--- src/rtl/hc_pkg.sv ---
package hc_pkg;
  typedef enum logic [1:0] {
    ST_CLEAN = 2'b00,
    ST_FIXED = 2'b01,
    ST_BAD   = 2'b10
  } hc_status_e;

  typedef enum logic [1:0] {
    PH_IDLE  = 2'b00,
    PH_EVAL  = 2'b01,
    PH_READ  = 2'b10,
    PH_WRITE = 2'b11
  } hc_phase_e;
endpackage

--- src/rtl/hc_syndrome.sv ---
module hc_syndrome #(
  parameter int BIT_W  = 3,
  parameter int BYTE_W = 9,
  localparam int CODE_W = 2 * (BIT_W + BYTE_W),
  localparam int CNT_W  = $clog2(CODE_W + 1)
) (
  input  logic [CODE_W-1:0] syn_i,
  output logic              zero_o,
  output logic              single_o,
  output logic [BYTE_W-1:0] byte_idx_o,
  output logic [BIT_W-1:0]  bit_idx_o
);
  localparam int ONES_SINGLE = BIT_W + BYTE_W;

  logic [CNT_W-1:0] ones;

  always_comb begin
    ones = '0;
    for (int i = 0; i < CODE_W; i++) begin
      ones = ones + CNT_W'(syn_i[i]);
    end
  end

  assign zero_o   = (syn_i == '0);
  assign single_o = (ones == CNT_W'(ONES_SINGLE));

  // odd syndrome positions carry the location, low part first
  for (genvar b = 0; b < BIT_W; b++) begin : g_bit
    assign bit_idx_o[b] = syn_i[2*b + 1];
  end
  for (genvar y = 0; y < BYTE_W; y++) begin : g_byte
    assign byte_idx_o[y] = syn_i[2*(BIT_W + y) + 1];
  end
endmodule

--- src/rtl/hc_rmw_ctrl.sv ---
module hc_rmw_ctrl
  import hc_pkg::*;
(
  input  logic       clk,
  input  logic       rst_n,
  input  logic       start_i,
  input  logic       zero_i,
  input  logic       single_i,
  output logic       idle_o,
  output logic       rd_o,
  output logic       wr_o,
  output logic       done_o,
  output logic [1:0] status_o
);
  hc_phase_e  phase_q, phase_d;
  logic       done_q, done_d;
  hc_status_e stat_q, stat_d;

  always_comb begin
    phase_d = phase_q;
    done_d  = 1'b0;
    stat_d  = stat_q;
    unique case (phase_q)
      PH_IDLE: if (start_i) phase_d = PH_EVAL;
      PH_EVAL: begin
        if (zero_i) begin
          phase_d = PH_IDLE;
          done_d  = 1'b1;
          stat_d  = ST_CLEAN;
        end else if (single_i) begin
          phase_d = PH_READ;
        end else begin
          phase_d = PH_IDLE;
          done_d  = 1'b1;
          stat_d  = ST_BAD;
        end
      end
      PH_READ:  phase_d = PH_WRITE;
      PH_WRITE: begin
        phase_d = PH_IDLE;
        done_d  = 1'b1;
        stat_d  = ST_FIXED;
      end
      default:  phase_d = PH_IDLE;
    endcase
  end

  always_ff @(posedge clk or negedge rst_n) begin
    if (!rst_n) begin
      phase_q <= PH_IDLE;
      done_q  <= 1'b0;
      stat_q  <= ST_CLEAN;
    end else begin
      phase_q <= phase_d;
      done_q  <= done_d;
      stat_q  <= stat_d;
    end
  end

  assign idle_o   = (phase_q == PH_IDLE);
  assign rd_o     = (phase_q == PH_READ);
  assign wr_o     = (phase_q == PH_WRITE);
  assign done_o   = done_q;
  assign status_o = stat_q;
endmodule

--- src/rtl/ecc_hamming_fix.sv ---
module ecc_hamming_fix #(
  parameter int BIT_W  = 3,
  parameter int BYTE_W = 9,
  localparam int CODE_W = 2 * (BIT_W + BYTE_W),
  localparam int DATA_W = 1 << BIT_W
) (
  input  logic              clk,
  input  logic              rst_n,
  input  logic              start_i,
  input  logic [CODE_W-1:0] calc_code_i,
  input  logic [CODE_W-1:0] spare_code_i,
  output logic [BYTE_W-1:0] mem_addr_o,
  output logic              mem_rd_o,
  input  logic [DATA_W-1:0] mem_rdata_i,
  output logic              mem_wr_o,
  output logic [DATA_W-1:0] mem_wdata_o,
  output logic              done_o,
  output logic [1:0]        status_o
);
  logic [CODE_W-1:0] syn_q, syn_d;
  logic              syn_en;
  logic              idle, zero, single;
  logic [BIT_W-1:0]  bit_idx;

  assign syn_en = start_i & idle;
  assign syn_d  = calc_code_i ^ spare_code_i;

  always_ff @(posedge clk or negedge rst_n) begin
    if (!rst_n) syn_q <= '0;
    else if (syn_en) syn_q <= syn_d;
  end

  hc_syndrome #(.BIT_W(BIT_W), .BYTE_W(BYTE_W)) u_syn (
    .syn_i      (syn_q),
    .zero_o     (zero),
    .single_o   (single),
    .byte_idx_o (mem_addr_o),
    .bit_idx_o  (bit_idx)
  );

  hc_rmw_ctrl u_ctrl (
    .clk      (clk),
    .rst_n    (rst_n),
    .start_i  (start_i),
    .zero_i   (zero),
    .single_i (single),
    .idle_o   (idle),
    .rd_o     (mem_rd_o),
    .wr_o     (mem_wr_o),
    .done_o   (done_o),
    .status_o (status_o)
  );

  assign mem_wdata_o = mem_rdata_i ^ (DATA_W'(1) << bit_idx);
endmodule

--- config.mk ---
export PLATFORM = sky130hd
export DESIGN_NAME = ecc_hamming_fix
export DESIGN_NICKNAME = d
export VERILOG_FILES = /design/src/rtl/hc_pkg.sv /design/src/rtl/hc_syndrome.sv /design/src/rtl/hc_rmw_ctrl.sv /design/src/rtl/ecc_hamming_fix.sv
export SDC_FILE = /design/constraint.sdc
export NUM_CORES = 1
export LEC_CHECK = 0
export ABC_CLOCK_PERIOD_IN_PS = 8900
export BUFFER_PORTS_ARGS = -buffer_cell sky130_fd_sc_hd__buf_2
export CORE_AREA = 2 2 88 90
export CTS_CLUSTER_DIAMETER = 50
export DETAILED_ROUTE_END_ITERATION = 16
export DIE_AREA = 0 0 90 92
export GPL_ROUTABILITY_DRIVEN = 0
export PLACE_DENSITY = 0.58
export SYNTH_ARGS = -nofsm -noshare
export SYNTH_HDL_FRONTEND = slang
export SYNTH_SLANG_ARGS = --single-unit
export TNS_END_PERCENT = 5
--- constraint.sdc ---
create_clock -name clk -period 8.9 [get_ports clk]
set_input_delay 1.78 -clock clk [delete_from_list [all_inputs] [get_ports clk]]
set_output_delay 1.78 -clock clk [all_outputs]
set_load 0.005 [all_outputs]
### Word level (Yosys, flattened, before mapping)

Index checks and enable logic that the tools add are counted.

| storage, ports and cells | value |
|---|---|
| register bits after elaboration | 29 |
| bits of input ports | 59 |
| logic and storage cells | 51 |

| operators by class | value |
|---|---|
| add/sub/neg operators | 23 |
| equal/unequal tests | 6 |
| shift operators | 1 |
| multiplexer cells | 10 |
| bitwise operators | 3 |
| reductions and logical operators | 4 |

Operators with widths:

| operator | count |
|---|---|
| adder 5 x 1 -> 5 bit | 22 |
| zero test 24 bit | 1 |
| bitwise XOR 24 bit | 1 |
| two-way mux 2 bit | 5 |
| case mux 2 bit (4 select lines) | 1 |
| left shift 1 x 3 -> 8 bit, first input constant | 1 |
| bitwise XOR 8 bit | 1 |
| equality test 5 x 4 -> 1 bit, second input constant | 1 |
| equality test 2 bit, second input constant | 2 |
| case mux 2 bit (2 select lines) | 1 |
| inequality test 3 x 2 -> 1 bit, second input constant | 1 |
| adder 1 x 1 -> 2 bit | 1 |
| equality test 2 x 1 -> 1 bit, second input constant | 1 |
| zero test 2 bit | 1 |
| two-way mux 1 bit | 2 |
| inequality test 2 bit, second input constant | 1 |
| case mux 1 bit (2 select lines) | 1 |
| AND reduction 2 bit | 1 |
| nonzero test 2 bit | 1 |
| bitwise AND 1 bit | 1 |

### Depth between registers and ports, before layout

| depth | value |
|---|---|
| word-level depth | 27 |
| depth in mapped cells | 19 |
| gate-level depth less buffers | 18 |

### Hierarchy

A second synthesis with hierarchy kept.

| unflattened totals | value |
|---|---|
| cell total of the unflattened synthesis | 226 |
| area, all modules | 2312.2 um2 |

Modules (own cells, without submodules):

| module | instances | cells an instance | area each (um2) | sequential area each (um2) |
|---|---|---|---|---|
| ecc_hamming_fix | 1 | 122 | 1362.6 | 600.6 |
| hc_syndrome | 1 | 86 | 748.2 | 0.0 |
| hc_rmw_ctrl | 1 | 18 | 201.4 | 125.1 |

### Least setup slack after synthesis

Ideal clock, no wire load.

| path | value |
|---|---|
| path kind | register to register |
| start | reg syn_q[1] |
| end | reg u_ctrl.stat_q[1], in the netlist u_ctrl.status_o[1] |
| library setup time | 0.134 ns |
| arrival time | 5.244 ns |
| slack | 3.522 ns |
| cell stages (with the launch flop) | 20 |
| clock period less this slack | 5.378 ns |
| cell sequence | dfrtp_1 > clkbuf_1 > inv_1 > ha_1 > inv_1 > fa_1 > inv_1 > fa_1 > fa_1 > fa_1 > inv_1 > fa_1 > fa_1 > inv_1 > fa_1 > or4b_4 > a211oi_2 > nor2_1 > a21oi_1 > a21oi_1 |

| between the ends | value |
|---|---|
| word-level cells in the longest chain between the ends | 26 |

RTL lines:

| element | line | RTL |
|---|---|---|
| from (decl) | ecc_hamming_fix.sv:20 | `logic [CODE_W-1:0] syn_q, syn_d;` |
| from (signal assigned) | ecc_hamming_fix.sv:30 | `else if (syn_en) syn_q <= syn_d;` |
| adder 1 x 1 -> 2 bit | hc_syndrome.sv:20 | `ones = ones + CNT_W'(syn_i[i]);` |
| adder 5 x 1 -> 5 bit (22 in series) | hc_syndrome.sv:20 |  |
| equality test 5 x 4 -> 1 bit | hc_syndrome.sv:25 | `assign single_o = (ones == CNT_W'(ONES_SINGLE));` |
| inequality test 3 x 2 -> 1 bit (no line) | n/a |  |
| AND reduction 2 bit (no line) | n/a |  |
| to (signal assigned) | hc_rmw_ctrl.sv:56 | `stat_q <= stat_d;` |
| to (decl) | hc_rmw_ctrl.sv:17 | `hc_status_e stat_q, stat_d;` |

Parallel ways exist; a longest one is shown, timed or not.
A chain may end at the register's enable or synchronous reset.

### Worst setup path in the final report

Same ends and word-level chain as after synthesis.

==> impl_metrics.tcl <==
set metrics [dict create \
    status "complete, no violations" \
    reg2regPathDepth 18 \
    core-area_mm2 0.007447 \
    die_y_um 92 \
    clock_sinks 29 \
    cp.depth 18 \
    synth_top_area_share 0.3404 \
    finalSetupTns_ns 0 \
    setup.worst_path.end_class "flip-flop" \
    async_reset_ff_frac 1.000 \
    ctsResizeCount 0 \
    yosys_register_bits 29 \
    cts_max_path_buffers 2 \
    insertion_delay_ns 0.28 \
    relSlewSlack 0.2091 \
    critPathSlowestCell "or4b_4" \
    synthAdderAreaFrac 0.2066 \
    first_pass_iters 4 \
    skew_ns 0.004091 \
    rsz0062_at_grt "no" \
    max_cap_violations 0 \
    whs_ns 0.4976 \
    syn_nets 306 \
    grt_pass1_vias 1704 \
    cts_htree_levels 2 \
    diodes 0 \
    boundaryPins 81 \
    slowest_delay_ns 0.55 \
    final_max_slew_viol_count 0 \
    muxShareOfSynthArea 0 \
    synth_cell_types 32 \
    synth_area_leaders "dfrtp_1, fa_1, xor2_1, xnor2_1, inv_1" \
    cts_hold_buf 0 \
    viasPerCell 4.166 \
    die_area_mm2 0.008280 \
    cts_buffers 5 \
    syn_area_mm2 0.002132 \
    ys_seq_area_frac 0.3404 \
    area_growth_pct 24.35 \
    synth_warnings 0 \
    final_nets 378 \
    start_util 0.2863 \
    reg2reg_slack_ns 3.42 \
    fmax_mhz 182.5 \
    cpMostUsedCell "fa_1" \
    ant_nets 0 \
    dp_hpwl_mm 3.645 \
    detail_route.drc_violations 0 \
    crit_family "adder cells" \
    overflow 0 \
    holdCritPathClass "flip-flop to flip-flop" \
    final_layout_size_suffix_gt1_frac 0.3119 \
    cts_tree "built" \
    synth-xor-area-share 0.1397 \
    grt_max_degree 31 \
    synth-simple-area-share 0.1232 \
    synth_common_cells "inv_1, dfrtp_1, xor2_1" \
    drt-total-wl_mm 4.428 \
    synth_edf_count 0 \
    fin_ws_ns 3.422 \
    crit_path_cell_trace "inv_1 > ha_1 > inv_1 > fa_1 > inv_1 > fa_1 > fa_1 > fa_1 > inv_1 > fa_1 > fa_1 > inv_1 > fa_1 > or4b_4 > a211oi_2 > nor2_1 > a21oi_1 > a21oi_1" \
    drt_iter0_drc 44 \
    globalRouteTotalUtil 0.1162 \
    path_buf_inv 5 \
    clk_pin_slew_ns 0.06 \
    cp.arrival_ns 5.63 \
    synth_cells 222 \
    pre_cts_ws_ns 3.393 \
    rows 32 \
    fin_crit_ns 5.478 \
    start_kind "flip-flop" \
    synth_area_per_cell_um2 9.604 \
    io_buffers 80 \
    yosys.area.top_type "dfrtp_1" \
    fin_crit_sh 0.6155 \
    postCtsSetupBuffers 0 \
    root_buffer "clkbuf_8" \
    hold_violations 0 \
    grt_pass1_wl_mm 7.700 \
    required_ns 9.06 \
    die_x_um 90 \
    via_count 1654 \
    antenna_found_initial 0 \
    setup_violations 0 \
    worst_pin_slew_ns 1.181 \
    yosysMostFrequentCell "inv_1" \
    cp_max_fo 10 \
    synth-compound-area-share 0.08451 \
    finish.utilization 0.3560 \
    path_class "flip-flop to flip-flop" \
    synth_top_family_by_area "adder cells" \
    min_delay_path_depth 1 \
    synth_ff_type "dfrtp_1" \
    wire_per_inst_um 11.15 \
]
cells by family after synthesis:
kind of cell,count (synthesis)
and+or+nand+nor,52
adders and majority gates,25
xor gates and xnor gates,34
AOI/OAI and AO/OA,33
DFF,29
buffers and inverters,49
worst register-to-register path: stages (launching register included):
cell and delay, ns:
dfrtp_1 0.52, inv_1 0.10, ha_1 0.28, inv_1 0.04
fa_1 0.47, inv_1 0.05, fa_1 0.53, fa_1 0.44
fa_1 0.51, inv_1 0.04, fa_1 0.45, fa_1 0.39
inv_1 0.09, fa_1 0.42, or4b_4 0.55, a211oi_2 0.18
nor2_1 0.10, a21oi_1 0.15, a21oi_1 0.05
layer usage:
metal | vias to the layer above | track usage | routed length (um)
met2 | 51 | 0.2024 | 2210
met1 | 760 | 0.1405 | 1906
met5 | - | 0 | 0
met4 | 0 | 0.04231 | 85
li1 | 837 | - | -
met3 | 6 | 0.02712 | 225
metrics by stage:
| stage | instance area (um^2) | instances |
|---|---|---|
| finish | 2651 | 397 |
| global route | 2651 | 397 |
| CTS | 2651 | 397 |
| detailed placement | 2571 | 389 |
| global placement | 2571 | 389 |
| floorplan | 2132 | 222 |
final timing paths:
kind / from / endpoint
max: syn_q[1] / u_ctrl.status_o[1]
min in group asynchronous: rst_n / u_ctrl.phase_q[0]
min reg2reg: u_ctrl.status_o[0] / u_ctrl.status_o[0]
max reg2reg: syn_q[1] / u_ctrl.status_o[1]
max in group asynchronous: rst_n / syn_q[17]
min: u_ctrl.status_o[0] / u_ctrl.status_o[0]
registers in the layout, indices dropped and copies added, names as in the netlist, named ones only:
name             flops
u_ctrl.phase_q       1
u_ctrl.done_o        1
u_ctrl.status_o      2
syn_q               24
layout by cell type, fill, tap and decap left out, types with 2 or more instances in the layout:
master / instances
o21ai_1: 14
inv_1: 31
dfrtp_1: 29
nor3_1: 5
clkbuf_8: 5
a21oi_1: 14
xnor2_1: 16
buf_2: 80
fa_1: 17
nor2_1: 15
ha_1: 8
nor4_1: 4
clkbuf_1: 3
nand2_1: 14
inv_2: 2
nand3_1: 4
xor2_1: 18
final cells by class:
| type | count | area, um^2 |
|---|---|---|
| Timing Repair Buffer | 81 | 407.9 |
| Fill cell | 806 | 4796 |
| Clock buffer | 8 | 80.08 |
| Inverter | 33 | 123.9 |
| Multi-Input combinational cell | 144 | 1186 |
| Sequential cell | 29 | 725.7 |
| Tap cell | 102 | 127.6 |
Power is left out: the tool's default activity adds up to more than one toggle a clock period on the data nets, which glitch-free logic cannot reach.
